$ cat src/rtl/mulx_pkg.sv
// Shared types for the multi-mode multiplier.
// Assumes mode bit 2 selects fractional output and bits 1..0 the signedness.
package mulx_pkg;
    typedef enum logic [1:0] {
        SGN_UU  = 2'b00,
        SGN_SS  = 2'b01,
        SGN_SU  = 2'b10,
        SGN_RSV = 2'b11
    } sgn_e;

    typedef struct packed {
        logic frac;
        sgn_e sgn;
    } mode_t;
endpackage

$ cat src/rtl/mulx_operand_ext.sv
// Widens an operand by one bit so one signed multiplier serves every mode.
// Assumes signed_en selects two's complement reading of v.
module mulx_operand_ext #(
    parameter int W = 8
) (
    input  logic                v,
    input  logic [W-1:0]        val,
    output logic signed [W:0]   ext
);
    // Extension bit is the sign bit only when the operand is read as signed.
    always_comb begin
        ext = $signed({v & val[W-1], val});
    end
endmodule

$ cat src/rtl/mulx_array.sv
// Signed multiply of two widened operands, truncated to 2*W bits.
// Assumes operands are already extended to W+1 bits by mulx_operand_ext.
module mulx_array #(
    parameter int W = 8
) (
    input  logic signed [W:0]   xa,
    input  logic signed [W:0]   xb,
    output logic [2*W-1:0]      raw
);
    // Both factors signed, so the product is sign-extended and truncated.
    always_comb begin
        raw = xa * xb;
    end
endmodule

$ cat src/rtl/mulx_post.sv
// Applies the fractional shift and derives carry and zero flags.
// Assumes raw is the integer product of width 2*W.
module mulx_post #(
    parameter int W = 8
) (
    input  logic [2*W-1:0] raw,
    input  logic           frac,
    output logic [2*W-1:0] res,
    output logic           cy,
    output logic           zf
);
    localparam int PW = 2 * W;

    // Doubling in fractional mode, carry taken from the unshifted product.
    always_comb begin
        res = frac ? {raw[PW-2:0], 1'b0} : raw;
        cy  = raw[PW-1];
        zf  = (res == '0);
    end
endmodule

$ cat src/rtl/mulx_core.sv
// Multi-mode byte multiplier with registered product and flags.
// Assumes a synchronous active-low reset and a one-cycle valid strobe.
module mulx_core #(
    parameter int W = 8
) (
    input  logic         clk,
    input  logic         rst_n,
    input  logic         in_valid,
    input  logic [W-1:0] op_a,
    input  logic [W-1:0] op_b,
    input  logic [2:0]   mode,
    output logic [W-1:0] prod_hi,
    output logic [W-1:0] prod_lo,
    output logic         carry,
    output logic         zero
);
    import mulx_pkg::*;

    localparam int PW = 2 * W;

    mode_t            md;
    logic             a_sgn, b_sgn;
    logic signed [W:0] xa, xb;
    logic [PW-1:0]    raw, res;
    logic             cy, zf;

    // Decode signedness of each operand from the mode code.
    always_comb begin
        md    = mode_t'(mode);
        a_sgn = (md.sgn == SGN_SS) || (md.sgn == SGN_SU);
        b_sgn = (md.sgn == SGN_SS);
    end

    mulx_operand_ext #(.W(W)) u_ext_a (.v(a_sgn), .val(op_a), .ext(xa));
    mulx_operand_ext #(.W(W)) u_ext_b (.v(b_sgn), .val(op_b), .ext(xb));
    mulx_array       #(.W(W)) u_arr   (.xa(xa), .xb(xb), .raw(raw));
    mulx_post        #(.W(W)) u_post  (.raw(raw), .frac(md.frac), .res(res),
                                       .cy(cy), .zf(zf));

    // Result register: cleared on reset, loaded only on a valid strobe.
    always_ff @(posedge clk) begin
        if (!rst_n) begin
            prod_hi <= '0;
            prod_lo <= '0;
            carry   <= 1'b0;
            zero    <= 1'b1;
        end else if (in_valid) begin
            prod_hi <= res[PW-1:W];
            prod_lo <= res[W-1:0];
            carry   <= cy;
            zero    <= zf;
        end
    end

    assert_hold_R8: assert property (@(posedge clk) disable iff (!rst_n)
        !in_valid |=> ($stable(prod_hi) && $stable(prod_lo) && $stable(carry) && $stable(zero)));

    assert_zero_flag_R6: assert property (@(posedge clk) disable iff (!rst_n)
        zero == ({prod_hi, prod_lo} == '0));

    assert_frac_lsb_R4: assert property (@(posedge clk) disable iff (!rst_n)
        (in_valid && mode[2]) |=> !prod_lo[0]);

    assert_unsigned_R1: assert property (@(posedge clk) disable iff (!rst_n)
        (in_valid && mode == 3'b000) |=>
        ({prod_hi, prod_lo} == ({{W{1'b0}}, $past(op_a)} * {{W{1'b0}}, $past(op_b)})));

    assert_neg_square_R11: assert property (@(posedge clk) disable iff (!rst_n)
        (in_valid && mode == 3'b001 && op_a[W-1] && op_b[W-1]) |=> (!prod_hi[W-1] && !zero));
endmodule

$ cat config.mk
export PLATFORM = sky130hd
export DESIGN_NAME = mulx_core
export DESIGN_NICKNAME = d
export VERILOG_FILES = /design/src/rtl/mulx_pkg.sv /design/src/rtl/mulx_operand_ext.sv /design/src/rtl/mulx_array.sv /design/src/rtl/mulx_post.sv /design/src/rtl/mulx_core.sv
export SDC_FILE = /design/constraint.sdc
export NUM_CORES = 1
export LEC_CHECK = 0
export BUFFER_PORTS_ARGS = -buffer_cell sky130_fd_sc_hd__buf_2
export CORE_ASPECT_RATIO = 0.7
export CORE_MARGIN = 10
export CORE_UTILIZATION = 55
export CTS_BUF_LIST = sky130_fd_sc_hd__clkbuf_8 sky130_fd_sc_hd__clkbuf_16
export CTS_CLUSTER_SIZE = 20
export DETAILED_ROUTE_END_ITERATION = 8
export PLACE_DENSITY = 0.86
export SYNTH_ARGS = -nofsm -noshare
export SYNTH_HDL_FRONTEND = slang
export SYNTH_SLANG_ARGS = --single-unit
$ cat constraint.sdc
create_clock -name clk -period 7.65 [get_ports clk]
set_input_delay 0.765 -clock clk [delete_from_list [all_inputs] [get_ports clk]]
set_output_delay 0.765 -clock clk [all_outputs]
set_load 0.02 [all_outputs]
=== Word-level counts from Yosys, hierarchy flattened ===
Index checks and enable logic that the tools add are counted.

* $add $sub $neg: 0
* Multiply operators: 1
* Divide/modulo/power cells: 0
* Order comparisons: 0
* Equal/unequal tests: 2
* Shift operators: 0
* Mux-type cells: 1
* Bitwise operators: 2
* Reduce and logical (&&, ||, !) cells: 2

{| class="wikitable"
|+ Operators with widths
! cell !! count
|-
| $logic_not A16 Y1 || 1
|-
| $mul A9 B9 Y16 || 1
|-
| $mux W16 || 1
|-
| $and A1 B1 Y1 || 2
|-
| $eq A2 B1 Y1 const B || 1
|-
| $eq A2 B2 Y1 const B || 1
|-
| $logic_or A1 B1 Y1 || 1
|}

* Flip-flop bits (word level): 18
* Bits in latches: 0
* RAM bits: 0
* ROM bits: 0
* Input bits: 22
* Output and inout port bits: 18
* Logic and storage cells: 12
* Memories: 0

=== Logic depth before layout (Yosys ltp) ===
* Word-level depth: 6
* Depth in mapped cells: 20
* Mapped depth without buffers: 20

=== Modules after synthesis ===
Synthesis repeated with hierarchy kept, for this count alone.

* Cells, all modules: 432
* Area total of the unflattened synthesis: 3920.0 sq um

{| class="wikitable"
|+ Modules (own cells, without submodules)
! module !! times used !! cells an instance !! area an instance (sq um) !! sequential area each (sq um)
|-
| mulx_array || 1 || 325 || 2813.9 || 0.0
|-
| mulx_core || 1 || 60 || 705.7 || 360.3
|-
| mulx_post || 1 || 29 || 267.8 || 0.0
|-
| mulx_operand_ext || 2 || 9 || 66.3 || 0.0
|}

=== Worst setup path before layout ===
OpenSTA, ideal clock, no wires.

* Path type: input-to-reg
* Start point: input op_b[7]
* End point: register zero
* Setup time: 59 ps
* Arrival time: 5791 ps
* Required time: 7591 ps
* Path slack: 1799 ps
* Stages: 18
* Path buffers: 1
* Cells stage by stage: clkbuf_1 > nand2_1 > or2_2 > fa_1 > fa_1 > inv_1 > fa_1 > fa_1 > inv_1 > fa_1 > inv_1 > ha_1 > a21o_1 > a21o_1 > or3_4 > a2111oi_4 > a41o_1 > o31a_1

* Word-level cells in the longest chain between the ends: 4

{| class="wikitable"
|+ RTL lines
! element !! RTL line !! text
|-
| start, declared || mulx_core.sv:10 || <nowiki>input logic [W-1:0] op_b,</nowiki>
|-
| $and A1 B1 Y1 || mulx_operand_ext.sv:12 || <nowiki>ext = $signed({v & val[W-1], val});</nowiki>
|-
| $mul A9 B9 Y16 (*) || mulx_array.sv:12 || <nowiki>raw = xa * xb;</nowiki>
|-
| $mux W16 (*) || mulx_post.sv:16 || <nowiki>res = frac ? {raw[PW-2:0], 1'b0} : raw;</nowiki>
|-
| $logic_not A16 Y1 (*) || mulx_post.sv:18 || <nowiki>zf = (res == '0);</nowiki>
|-
| end signal, assigned || mulx_core.sv:51 || <nowiki>zero <= zf;</nowiki>
|-
| end, declared || mulx_core.sv:15 || <nowiki>output logic zero</nowiki>
|}

Every way passes the cells marked *; elsewhere a longest branch is shown, timed or not.
A chain may end at the register's enable or synchronous reset.

=== Worst setup path in the final report ===
* Start point: input mode[1]
* End point: register prod_hi[7]

* Word-level cells in the longest chain between the ends: 5
* Elaborated cells between the ends (all ways): 7
* Those cells by class: mul (1); eq/ne (2); mux (1); bitwise (2); reduce/logical (1)

{| class="wikitable"
|+ RTL lines
! element !! RTL line !! text
|-
| start, declared || mulx_core.sv:11 || <nowiki>input logic [2:0] mode,</nowiki>
|-
| $eq A2 B1 Y1 / $eq A2 B2 Y1 (equally long branches) || mulx_core.sv:30, mulx_core.sv:31 ||
|-
| $logic_or A1 B1 Y1 || mulx_core.sv:30 || <nowiki>a_sgn = (md.sgn == SGN_SS) || (md.sgn == SGN_SU);</nowiki>
|-
| $and A1 B1 Y1 || mulx_operand_ext.sv:12 ||
|-
| $mul A9 B9 Y16 (*) || mulx_array.sv:12 ||
|-
| $mux W16 (*) || mulx_post.sv:16 ||
|-
| end signal, assigned || mulx_core.sv:48 || <nowiki>prod_hi <= res[PW-1:W];</nowiki>
|-
| end, declared || mulx_core.sv:12 || <nowiki>output logic [W-1:0] prod_hi,</nowiki>
|}

Marked as above.

==> run metrics <==
CTS tree built; Via density 5.48; RSZ-0062 raised after global routing false; largest net degree at the start of global routing 31; Post-Place Cell Area 0.00399 mm²; Max Cap Viol 0; syn avg cell area 8.67 µm²; footprint of the multi-input gates 0.00299 mm²; Final Critical Period 5900 ps; Core Region 0.00669 mm²; Post-CTS Setup Inserts 0; Syn Nets 552; largest cells by area after synthesis fa_1 (34%), ha_1 (11%), dfxtp_1 (9.6%), inv_1 (8.6%), and2_1 (6.0%); clk buf depth 2; CTS resizes 0; Detail Route Antenna Nets 0; drt wl/cell 14.7 µm; crit path capture type register; Leak 2.08 nW; layout cells sized above 1 11.0%; power share of the clock group 4.5%; CTS Buf Count 3; CP max stage delay 540 ps; number of global-route vias before repair 3153; status completed; port bufs 39; fillers 582; cts hold-fix bufs 0; synth cell count leaders inv_1 (86), fa_1 (63), nand2_1 (51), and2_1 (36), ha_1 (34); Post-synth EDFFs 0; reg2reg path depth 3; CP arrival 6040 ps; Initial Utilization 56.1%; sequential share of power 9.6%; drt first pass iters 5; Root Buffer clkbuf_8; post-synthesis cell count 433; Comb power frac 85.9%; nets@finish 577; pwr dens 354 mW/mm²; peak supply drop 0.200 mV; first-pass GRT wire length 14.6 mm; count leader, synth inv_1; CP bufs+invs 5; final setup fails 0; r2r endpoint zero$_SDFFE_PN1P_; overall routing resource usage 16.3%; worst hold path class reg -> reg; Crit Path Max Fanout 8; initial antenna violation count 0; final instance area 0.00404 mm²; synth-to-layout area growth 7.50%; largest area contributor in the netlist fa_1; Final Hold Fails 0; Reg2Reg Setup Slack 6740 ps; Net Sw Frac 53.2%; #FFs+latches synth 18; Int Pwr 0.669 mW; DIE HEIGHT 89.1 µm; Fin Hold WS 473 ps; Setup crit start mode[1]; setup_tns 0 ps; CP delay by family, top adder cells; DPL Wire Length 6.83 mm; Fmax 170 MHz; R2R Path Start zero$_SDFFE_PN1P_; routed vias 3014; gpl congestion 0.868; Residual DRC 0; DRT iter0 DRCs 203; Clock transition at path regs 60 ps; Top cell by count, worst path fa_1; clk sink count 18; total wire length 8.11 mm; Final Cycle Share 77.1%; crit-path cells buf_2 -> inv_1 -> ha_1 -> nand2_1 -> or2_2 -> fa_1 -> fa_1 -> inv_1 -> fa_1 -> fa_1 -> inv_1 -> fa_1 -> inv_1 -> ha_1 -> o21ai_1 -> o21ai_1 -> a221oi_2 -> nand2b_1 -> mux2i_1 -> o31a_1; crit start category input port; die area 0.0106 mm²; Req. time, crit path 7790 ps; crit path kind in -> reg; switching power 0.759 mW; Crit. path cell count 20; register area share after synthesis 9.60%; total gr overflow 0; Cell variety after synth 49; Slowest cell on crit path fa_1; max-slew violations 0; Critical Path Sink prod_hi[7]$_SDFFE_PN0P_; H-tree lvl count 1; Mapped Area 0.00375 mm²; Layout Skew 0 ps; Yosys warnings 0; Register Area 360 µm²; I/O Pins 40; antenna cell count 0; Synth top area share 33.6%; row count 25; Die Wd 119 µm; worst skew pair latency 250 ps; Primary FF master, synth dfxtp_1; Worst slew margin 68.5%; slew at the pin closest to its max-slew limit 472 ps; Synth async-reset ratio 0%
sequential cells by signal (all words and copies together) (netlist names):
| name | flops |
|---|---|
| prod_hi | 8 |
| prod_lo | 8 |
| carry | 1 |
| zero | 1 |
per-stage QoR:
step / power [mW] / util, % / worst slack, ps / cells
6_report: 1.43 / 60.3 / 1750 / 550
5_1_grt: 1.60 / 60.3 / 1480 / 550
4_1_cts: 1.43 / 60.3 / 1760 / 550
3_5_place_dp: 1.36 / 59.7 / 1500 / 547
3_3_place_gp: 1.31 / 59.7 / 1590 / 547
2_1_floorplan: 1.11 / - / 1800 / 433
final cells by class:
class / instances / share of cell area, %
Tap cell: 94 / 2.91
Timing Repair Buffer: 39 / 4.84
Inverter: 87 / 8.09
Sequential cell: 18 / 8.93
Clock buffer: 3 / 1.02
Multi-Input combinational cell: 309 / 74.2
placed cells by master (no fill, tap or decap), types with 9 or more instances in the layout:
cell type  instances
mux2i_1            9
dfxtp_1           18
buf_2             39
nand2_1           51
a211oi_1           9
ha_1              34
nor2_1            21
fa_1              63
and2_1            36
xnor2_1           11
a21oi_1           10
inv_1             86
cell families (layout without fill, tap and decap cells):
logic type	Yosys count	after routing	synth area share [%]
muxes	9	9	2.40
xor gates and xnor gates	12	12	2.80
AOI/OAI and AO/OA	60	60	12.0
buffers and inverters	106	129	10.6
and+or+nand+nor	131	131	17.6
DFF	18	18	9.60
adders and majority gates	97	97	44.9
power groups by stage:
stage | sequential, mW | combinational, mW | clock (mW)
2_1_floorplan | 0.174 | 0.931 | 0
3_3_place_gp | 0.137 | 1.17 | 0
3_5_place_dp | 0.138 | 1.22 | 0
4_1_cts | 0.137 | 1.23 | 0.0650
5_1_grt | 0.140 | 1.39 | 0.0701
6_report | 0.137 | 1.23 | 0.0644
worst min path at each step:
stage | from | endpoint | slack [ps] | depth (start not counted)
after floorplan | prod_hi[0]$_SDFFE_PN0P_ | prod_hi[0]$_SDFFE_PN0P_ | 540 | 2
after global routing | prod_lo[5]$_SDFFE_PN0P_ | prod_lo[5]$_SDFFE_PN0P_ | 510 | 2
final | prod_hi[0]$_SDFFE_PN0P_ | prod_hi[0]$_SDFFE_PN0P_ | 470 | 2
after detailed placement | prod_hi[0]$_SDFFE_PN0P_ | prod_hi[0]$_SDFFE_PN0P_ | 460 | 2
after CTS | prod_hi[0]$_SDFFE_PN0P_ | prod_hi[0]$_SDFFE_PN0P_ | 470 | 2
after global placement | prod_hi[0]$_SDFFE_PN0P_ | prod_hi[0]$_SDFFE_PN0P_ | 450 | 2
per-layer routing:
metal  vias up  global-route usage (%)  share of wire, %
met5         -                       0                 0
met4         0                    1.77               1.0
met3         8                    2.27               6.5
met2        93                    28.8                49
met1      1494                    21.5                44
li1       1419                       -                 -
worst min-delay path, stage by stage (launching register included):
cell and delay, ps:
dfxtp_1 320, nand2_1 60, a21oi_1 50
Power figures use the tool's default switching activity.
